===== src/rtl/phy_port_sel_pkg.sv =====
package phy_port_sel_pkg;
  localparam int REG_W = 16;

  typedef enum logic [1:0] {
    CLK_INT     = 2'b00,
    CLK_EXT     = 2'b01,
    CLK_OFF     = 2'b10,
    CLK_INT_ALT = 2'b11
  } clk_src_e;

  localparam int B_PEND  = 0;
  localparam int B_TMO   = 1;
  localparam int B_EXTEN = 2;
  localparam int B_STRAP = 3;
  localparam int B_MGMT  = 4;
  localparam int B_CSEL  = 5;

  localparam int LANES = 2;
  localparam int LANE_RX = 0;
  localparam int LANE_TX = 1;
endpackage


===== src/rtl/clk_activity_mon.sv =====
module clk_activity_mon #(
  parameter int ACT_WIN = 64
) (
  input  logic clk,
  input  logic rst_n,
  input  logic mon_clk,
  output logic active
);
  localparam int CW = $clog2(ACT_WIN + 1);

  logic [2:0]    sync_q;
  logic [CW-1:0] idle_cnt;

  always_ff @(posedge clk or negedge rst_n) begin
    if (!rst_n) begin
      sync_q   <= '0;
      idle_cnt <= CW'(ACT_WIN);
    end else begin
      sync_q <= {sync_q[1:0], mon_clk};
      if (sync_q[2] ^ sync_q[1])
        idle_cnt <= '0;
      else if (idle_cnt < CW'(ACT_WIN))
        idle_cnt <= idle_cnt + 1'b1;
    end
  end

  assign active = (idle_cnt < CW'(ACT_WIN));
endmodule


===== src/rtl/srst_ctrl.sv =====
module srst_ctrl #(
  parameter int TIMEOUT_CYC = 4096
) (
  input  logic clk,
  input  logic rst_n,
  input  logic start,
  input  logic clks_ok,
  output logic pending,
  output logic tmo_flag,
  output logic done_pulse
);
  localparam int TW = $clog2(TIMEOUT_CYC);

  logic [TW-1:0] wait_cnt;

  always_ff @(posedge clk or negedge rst_n) begin
    if (!rst_n) begin
      pending    <= 1'b0;
      tmo_flag   <= 1'b0;
      done_pulse <= 1'b0;
      wait_cnt   <= '0;
    end else begin
      done_pulse <= 1'b0;
      if (pending) begin
        if (clks_ok) begin
          pending    <= 1'b0;
          tmo_flag   <= 1'b0;
          done_pulse <= 1'b1;
          wait_cnt   <= '0;
        end else if (wait_cnt == TW'(TIMEOUT_CYC - 1)) begin
          pending  <= 1'b0;
          tmo_flag <= 1'b1;
          wait_cnt <= '0;
        end else begin
          wait_cnt <= wait_cnt + 1'b1;
        end
      end else if (start) begin
        pending  <= 1'b1;
        wait_cnt <= '0;
      end
    end
  end
endmodule


===== src/rtl/mdio_router.sv =====
module mdio_router (
  input  logic mgmt_ext,
  input  logic hold_ext_off,
  input  logic mac_mdc,
  input  logic mac_mdio_o,
  input  logic mac_mdio_oe,
  output logic mac_mdio_i,
  output logic int_mdc,
  output logic int_mdio_o,
  output logic int_mdio_oe,
  input  logic int_mdio_i,
  output logic ext_mdc,
  output logic ext_mdio_o,
  output logic ext_mdio_oe,
  input  logic ext_mdio_i
);
  always_comb begin
    if (mgmt_ext) begin
      int_mdc     = 1'b0;
      int_mdio_o  = 1'b0;
      int_mdio_oe = 1'b1;
      ext_mdc     = mac_mdc;
      ext_mdio_o  = mac_mdio_o;
      ext_mdio_oe = mac_mdio_oe & ~hold_ext_off;
      mac_mdio_i  = ext_mdio_i;
    end else begin
      int_mdc     = mac_mdc;
      int_mdio_o  = mac_mdio_o;
      int_mdio_oe = mac_mdio_oe;
      ext_mdc     = 1'b0;
      ext_mdio_o  = 1'b0;
      ext_mdio_oe = 1'b0;
      mac_mdio_i  = int_mdio_i;
    end
  end
endmodule


===== src/rtl/phy_port_sel.sv =====
module phy_port_sel
  import phy_port_sel_pkg::*;
#(
  parameter int ADDR_W      = 4,
  parameter int CTRL_ADDR   = 0,
  parameter int ACT_WIN     = 64,
  parameter int TIMEOUT_CYC = 4096
) (
  input  logic              clk,
  input  logic              rst_n,
  input  logic [ADDR_W-1:0] bus_addr,
  input  logic              bus_we,
  input  logic [15:0]       bus_wdata,
  output logic [15:0]       bus_rdata,
  input  logic              int_rx_clk,
  input  logic              int_tx_clk,
  input  logic              ext_rx_clk,
  input  logic              ext_tx_clk,
  output logic              mac_rx_clk,
  output logic              mac_tx_clk,
  output logic              ext_port_en,
  input  logic              mac_mdc,
  input  logic              mac_mdio_o,
  input  logic              mac_mdio_oe,
  output logic              mac_mdio_i,
  output logic              int_mdc,
  output logic              int_mdio_o,
  output logic              int_mdio_oe,
  input  logic              int_mdio_i,
  output logic              ext_mdc,
  output logic              ext_mdio_o,
  output logic              ext_mdio_oe,
  input  logic              ext_mdio_i,
  output logic              soft_rst_o
);
  localparam logic [ADDR_W-1:0] A_CTRL = ADDR_W'(CTRL_ADDR);

  clk_src_e clk_sel_q;
  logic     mgmt_ext_q, ext_en_q, strap_q, strap_done;
  logic     srst_pending, tmo_flag, clks_ok, srst_start, wr_ctrl;
  logic [LANES-1:0] in_int, in_ext, lane_out, lane_act;
  logic [REG_W-1:0] reg_view;

  assign wr_ctrl    = bus_we && (bus_addr == A_CTRL);
  assign srst_start = wr_ctrl && bus_wdata[B_PEND];

  // Host-writable fields and strap capture
  always_ff @(posedge clk or negedge rst_n) begin
    if (!rst_n) begin
      clk_sel_q  <= CLK_INT;
      mgmt_ext_q <= 1'b0;
      ext_en_q   <= 1'b0;
      strap_q    <= 1'b0;
      strap_done <= 1'b0;
    end else begin
      if (!strap_done) begin
        strap_q    <= ext_mdio_i;
        strap_done <= 1'b1;
      end
      if (wr_ctrl) begin
        clk_sel_q  <= clk_src_e'(bus_wdata[B_CSEL +: 2]);
        mgmt_ext_q <= bus_wdata[B_MGMT];
        ext_en_q   <= bus_wdata[B_EXTEN];
      end
    end
  end

  always_comb begin
    reg_view            = '0;
    reg_view[B_CSEL+:2] = clk_sel_q;
    reg_view[B_MGMT]    = mgmt_ext_q;
    reg_view[B_STRAP]   = strap_q;
    reg_view[B_EXTEN]   = ext_en_q;
    reg_view[B_TMO]     = tmo_flag;
    reg_view[B_PEND]    = srst_pending;
  end

  always_ff @(posedge clk or negedge rst_n) begin
    if (!rst_n) bus_rdata <= '0;
    else        bus_rdata <= (bus_addr == A_CTRL) ? reg_view : '0;
  end

  // Per-lane clock selection and activity detection
  assign in_int = {int_tx_clk, int_rx_clk};
  assign in_ext = {ext_tx_clk, ext_rx_clk};

  for (genvar g = 0; g < LANES; g++) begin : g_lane
    always_comb begin
      unique case (clk_sel_q)
        CLK_EXT: lane_out[g] = in_ext[g];
        CLK_OFF: lane_out[g] = 1'b0;
        default: lane_out[g] = in_int[g];
      endcase
    end

    clk_activity_mon #(.ACT_WIN(ACT_WIN)) u_mon (
      .clk     (clk),
      .rst_n   (rst_n),
      .mon_clk (lane_out[g]),
      .active  (lane_act[g])
    );
  end

  assign mac_rx_clk  = lane_out[LANE_RX];
  assign mac_tx_clk  = lane_out[LANE_TX];
  assign clks_ok     = &lane_act;
  assign ext_port_en = ext_en_q;

  srst_ctrl #(.TIMEOUT_CYC(TIMEOUT_CYC)) u_srst (
    .clk        (clk),
    .rst_n      (rst_n),
    .start      (srst_start),
    .clks_ok    (clks_ok),
    .pending    (srst_pending),
    .tmo_flag   (tmo_flag),
    .done_pulse (soft_rst_o)
  );

  mdio_router u_mdio (
    .mgmt_ext     (mgmt_ext_q),
    .hold_ext_off (~strap_done),
    .mac_mdc      (mac_mdc),
    .mac_mdio_o   (mac_mdio_o),
    .mac_mdio_oe  (mac_mdio_oe),
    .mac_mdio_i   (mac_mdio_i),
    .int_mdc      (int_mdc),
    .int_mdio_o   (int_mdio_o),
    .int_mdio_oe  (int_mdio_oe),
    .int_mdio_i   (int_mdio_i),
    .ext_mdc      (ext_mdc),
    .ext_mdio_o   (ext_mdio_o),
    .ext_mdio_oe  (ext_mdio_oe),
    .ext_mdio_i   (ext_mdio_i)
  );
endmodule


===== config.mk =====
export PLATFORM = sky130hd
export DESIGN_NAME = phy_port_sel
export DESIGN_NICKNAME = d
export VERILOG_FILES = /design/src/rtl/phy_port_sel_pkg.sv /design/src/rtl/clk_activity_mon.sv /design/src/rtl/srst_ctrl.sv /design/src/rtl/mdio_router.sv /design/src/rtl/phy_port_sel.sv
export SDC_FILE = /design/constraint.sdc
export NUM_CORES = 1
export LEC_CHECK = 0
export CELL_PAD_IN_SITES_DETAIL_PLACEMENT = 1
export CELL_PAD_IN_SITES_GLOBAL_PLACEMENT = 1
export CORE_MARGIN = 2
export CORE_UTILIZATION = 37
export CTS_CLUSTER_DIAMETER = 60
export CTS_CLUSTER_SIZE = 12
export DETAILED_ROUTE_END_ITERATION = 10
export HOLD_SLACK_MARGIN = 0.15
export PLACE_DENSITY_LB_ADDON = 0.1
export SYNTH_ARGS = -nofsm -noshare
export SYNTH_HDL_FRONTEND = slang
export SYNTH_SLANG_ARGS = --single-unit

===== constraint.sdc =====
create_clock -name clk -period 1.8 [get_ports clk]
set_input_delay 0.36 -clock clk [delete_from_list [all_inputs] [get_ports clk]]
set_output_delay 0.36 -clock clk [all_outputs]
set_load 0.1 [all_outputs]

## Word level (Yosys, flattened, before mapping)

Cells that the tools add are included.

| operators by class | value |
|---|---|
| equal/unequal tests | 3 |
| muxes and demuxes | 26 |
| bitwise gates (word level) | 3 |
| $add $sub $neg | 3 |
| reduce and logical (&&, ||, !) cells | 9 |
| magnitude comparators | 2 |

Operators with widths:

| cell | number |
|---|---|
| 2-to-1 mux 12 bit | 4 |
| 2-to-1 mux 7 bit | 5 |
| 2-to-1 mux 1 bit | 15 |
| adder 7 x 1 -> 7 bit (second input constant) | 2 |
| less-than comparator 7 bit (second input constant) | 2 |
| adder 12 x 1 -> 12 bit (second input constant) | 1 |
| == test 12 bit (second input constant) | 1 |
| nonzero test 2 bit | 4 |
| zero test 4 bit | 1 |
| case mux 1 bit (2 select lines) | 2 |
| AND reduction 2 bit | 2 |
| == test 2 x 1 -> 1 bit (second input constant) | 1 |
| == test 2 bit (second input constant) | 1 |
| logical AND 1 bit | 2 |
| bitwise XOR 1 bit | 2 |
| AND 1 bit | 1 |

| storage, ports and cells | value |
|---|---|
| output and inout bits | 27 |
| register bits | 48 |
| logic and storage cells | 60 |
| input bits | 32 |

## Longest topological paths before layout

| depth | value |
|---|---|
| word-level depth | 5 |
| mapped depth | 6 |
| gate-level depth less buffers | 5 |

## Modules after synthesis

A second synthesis with hierarchy kept.

| second synthesis, totals | value |
|---|---|
| cells, all modules | 203 |
| area, all modules | 2293.4 um^2 |

By module, submodules not included:

| module | instances | area each (um^2) | sequential area each (um^2) | cells each |
|---|---|---|---|---|
| clk_activity_mon | 2 | 415.4 | 251.5 | 33 |
| srst_ctrl | 1 | 783.3 | 375.4 | 81 |
| phy_port_sel | 1 | 615.6 | 325.3 | 49 |
| mdio_router | 1 | 63.8 | 0.0 | 7 |

## Worst setup path before layout

OpenSTA, ideal clock, no wires.

| timing path | value |
|---|---|
| kind | reg2out |
| start point | reg clk_sel_q[0] |
| end point | out mac_rx_clk |
| stages on the path, launching flop included | 3 |
| path slack | -1.422 ns |
| required time | 1.440 ns |
| data arrival time | 2.862 ns |
| path through | dfrtp_1 -> ha_1 -> o21ai_0 |

| between the ends | value |
|---|---|
| longest elaborated chain between the ends | 2 |

Ends and longest elaborated chain:

| what | line | RTL |
|---|---|---|
| start, declared | phy_port_sel.sv:38 | `clk_src_e clk_sel_q;` |
| start signal, assigned | phy_port_sel.sv:61 | `clk_sel_q <= clk_src_e'(bus_wdata[B_CSEL +: 2]);` |
| == test 2 bit / == test 2 x 1 -> 1 bit (equally long branches) | phy_port_sel.sv:89 | `unique case (clk_sel_q)` |
| case mux 1 bit (2 select lines) (*) | phy_port_sel.sv:89 |  |
| end, declared | phy_port_sel.sv:19 | `output logic mac_rx_clk,` |

Mark *: on every way between the ends. The rest lies on a longest branch, timed or not.

## Worst setup path in the final report

Ends and elaborated chain as after synthesis.

==> impl_metrics.csv <==
group,metric,value,unit
status,status,"completed",
cts,cts_buffers,5,
timing,clock_skew,0.0125,ns
synthesis,synth_most_common_cell,"dfrtp_1",
die,ios,59,
global_route,grt_usage,0.154,
timing,drv_slew,0,
critical_path,worst_setup_path_start_kind,"flop",
detailed_routing,ant_nets,0,
power,ir_worst_vdd,0.543,mV
synthesis,ys_ff_latch,48,
die,coreArea,5820,µm²
synthesis,yosys-top-cells-area,"dfrtp_1 53%, mux2_2 3.6%, nand2_1 3.4%, xor2_1 3.2%, and2_1 3.1%",
critical_path,arrival,1.40,ns
power,p_total,3.31,mW
global_route,grt_pass1_wl,7710,µm
global_route,grt_max_degree,49,
synthesis,ys_types,41,
cts,clk_pin_slew,0.09,ns
final_layout,diodes,0,
final_layout,drive_above_1_share,0.230,
critical_path,cp-end-kind,"output pin",
timing,fmax,567,MHz
place,placedCellCount,317,
die,rows,28,
timing,grt_setup_unrepaired,"yes",
detailed_routing,vias,1596,
critical_path,critPathRequiredTime,1.44,ns
global_route,grt_antenna_before_repair,0,
detailed_routing,vias_per_cell,4.88,
cts,insertion_delay,0.30,ns
critical_path,critPathMaxFanout,4,
synthesis,synthFlopType,"dfrtp_1",
power,power.density,1090,nW/µm²
synthesis,synth_area,2190,µm²
die,start_util,0.376,
critical_path,critical_path_class,"flop to output pin",
timing,tightest_slew,0.550,ns
global_route,grt_overflow_total,0,
final_layout,area_delta_synth_final,38.3,%
place,gp_congestion,0.709,
detailed_routing,drt-initial-drc-count,71,
critical_path,critPathMaxStageDelay,0.42,ns
detailed_routing,firstDrtPassIters,4,
timing,min_period,1.76,ns
die,die-area,6540,µm²
die,die_h,80.9,µm
global_route,first_global_vias,1645,
run,maxCapViolCount,0,
synthesis,synth.avg_cell_area,10.9,µm²
synthesis,ys_seq_area_frac,0.550,
timing,setup_viol,0,
detailed_routing,wl,4570,µm
synthesis,yosysWarnings,0,
synthesis,synth_top_area_share,0.526,
detailed_routing,drc,0,
detailed_routing,drt-wirelength-per-cell,14.0,µm
cts,tritoncts,"done",
cts,h-tree-depth,2,
min_path,hp-class,"flop to flop",
place,port_buffers,38,
critical_path,slowest_stage,"dfrtp_1",
power,total_leakage_power,1.35,nW
final_layout,fin_cells,327,
timing,slew_headroom,0.632,
timing,fin_crit_sh,0.979,
synthesis,synth_edf_count,0,
cts,cts_buffer_depth,2,
die,die_x,80.9,µm
place,dp_hpwl,3330,µm
synthesis,postSynth.asyncResetShare,1.00,
final_layout,fin_nets,287,
cts,clockRootBuffer,"clkbuf_8",
cts,clock_sink_count,48,
timing,finalHoldViolCount,0,
synthesis,ys_top_cells_by_count,"46 x dfrtp_1, 20 x nand2_1, 16 x nor2_1",
critical_path,path_cells,"ha_4, nand2_4, o21ai_4, buf_12",
synthesis,synth_cells,201,
synthesis,synth_top_area_cell,"dfrtp_1",
## kinds of logic (layout without fill, tap and decap cells)
family | after synthesis | in the layout | share of synthesized area
adders and majority gates | 4 | 4 | 0.0229
and+or+nand+nor | 83 | 83 | 0.207
muxes | 9 | 9 | 0.0452
AOI/OAI and AO/OA | 29 | 29 | 0.0881
xor gates and xnor gates | 10 | 10 | 0.0400
buffers and inverters | 16 | 59 | 0.0429
other | 2 | 10 | 0.00343
DFF | 48 | 48 | 0.550
## critical path, delay by kind of cell (launching register included)
kind	cells	cell delay [ns]
DFF	1	0.42
buffers and inverters	1	0.19
adders and majority gates	1	0.35
and+or+nand+nor	1	0.06
AOI/OAI and AO/OA	1	0.07
## where the power goes
| part | switching (mW) | internal (mW) |
|---|---|---|
| Sequential | 0.143 | 1.24 |
| Clock | 0.369 | 0.312 |
| Combinational | 0.798 | 0.455 |
| Total | 1.31 | 2.00 |
## flip-flops by register name, summed over array words and instances (netlist names)
signal / count
g_lane.u_mon.sync_q: 6
strap_done: 1
u_srst.pending: 1
mgmt_ext_q: 1
u_srst.wait_cnt: 12
u_srst.tmo_flag: 1
clk_sel_q: 2
u_srst.done_pulse: 1
ext_port_en: 1
strap_q: 1
g_lane.u_mon.idle_cnt: 14
bus_rdata: 7
## final timing paths
kind	startpoint	to	slack (ns)	cells past startpoint
worst min-delay path	g_lane[0].u_mon.sync_q[0]$_DFF_PN0_	g_lane[0].u_mon.sync_q[1]$_DFF_PN0_	0.37	0
max in group asynchronous	rst_n	g_lane[0].u_mon.idle_cnt[6]$_DFFE_PN1P_	0.96	3
worst min register to register	g_lane[0].u_mon.sync_q[0]$_DFF_PN0_	g_lane[0].u_mon.sync_q[1]$_DFF_PN0_	0.37	0
min in group asynchronous	rst_n	g_lane[1].u_mon.idle_cnt[3]$_DFFE_PN0P_	0.57	3
worst max register to register	u_srst.wait_cnt[6]$_DFFE_PN0P_	u_srst.wait_cnt[11]$_DFFE_PN0P_	0.13	4
worst max-delay path	clk_sel_q[0]$_DFFE_PN0N_	mac_rx_clk	0.04	4
## layout by cell type, fill, tap and decap left out, types with 3 or more instances in the layout
cell / instances
buf_4: 9
mux2_2: 7
dfrtp_1: 46
o21ai_1: 3
clkbuf_8: 6
nand2_1: 18
a21oi_1: 3
and2_1: 11
nor3_1: 3
xor2_1: 8
ha_1: 3
conb_1: 10
nor2_1: 16
nand3_1: 10
or3_1: 3
and3_1: 3
or4_1: 3
buf_12: 19
o21ai_0: 7
clkdlybuf4s50_1: 19
nor2b_1: 4
a31oi_1: 4
## routing by layer
layer	vias up	GRT usage	wire length [µm]
li1	783	-	-
met1	776	0.193	2090
met2	35	0.236	2160
met3	2	0.0644	304
met4	0	0.0559	27
met5	-	0	0
## final cells by class
| type | count | area [µm²] |
|---|---|---|
| Tap cell | 75 | 93.8 |
| Timing Repair Buffer | 49 | 653 |
| Fill cell | 641 | 2790 |
| Clock inverter | 2 | 15.0 |
| Inverter | 2 | 7.51 |
| Multi-Input combinational cell | 145 | 970 |
| Sequential cell | 48 | 1200 |
| Clock buffer | 6 | 82.6 |
## per-stage QoR
step | setup slack (ns) | util | area (µm²) | hold WS, ns | setup TNS [ns]
after floorplan | -0.330 | - | 2240 | 0.0644 | -0.659
after global placement | -0.00602 | 0.496 | 2880 | 0.331 | -0.0113
after detailed placement | -0.0152 | 0.496 | 2880 | 0.352 | -0.0281
after CTS | 0.00928 | 0.516 | 3000 | 0.374 | 0
after global routing | -0.00982 | 0.520 | 3030 | 0.381 | -0.0148
final | 0.0376 | 0.520 | 3030 | 0.367 | 0
## timing repair
action	4_1_cts	5_1_grt
pin swaps	0	3
gates resized for setup	2	5
hold buffers	1	0
buffers inserted	0	1
endpoints found under the hold margin	46	0
setup endpoints to repair	2	2
(Power assumes the default switching activity.)
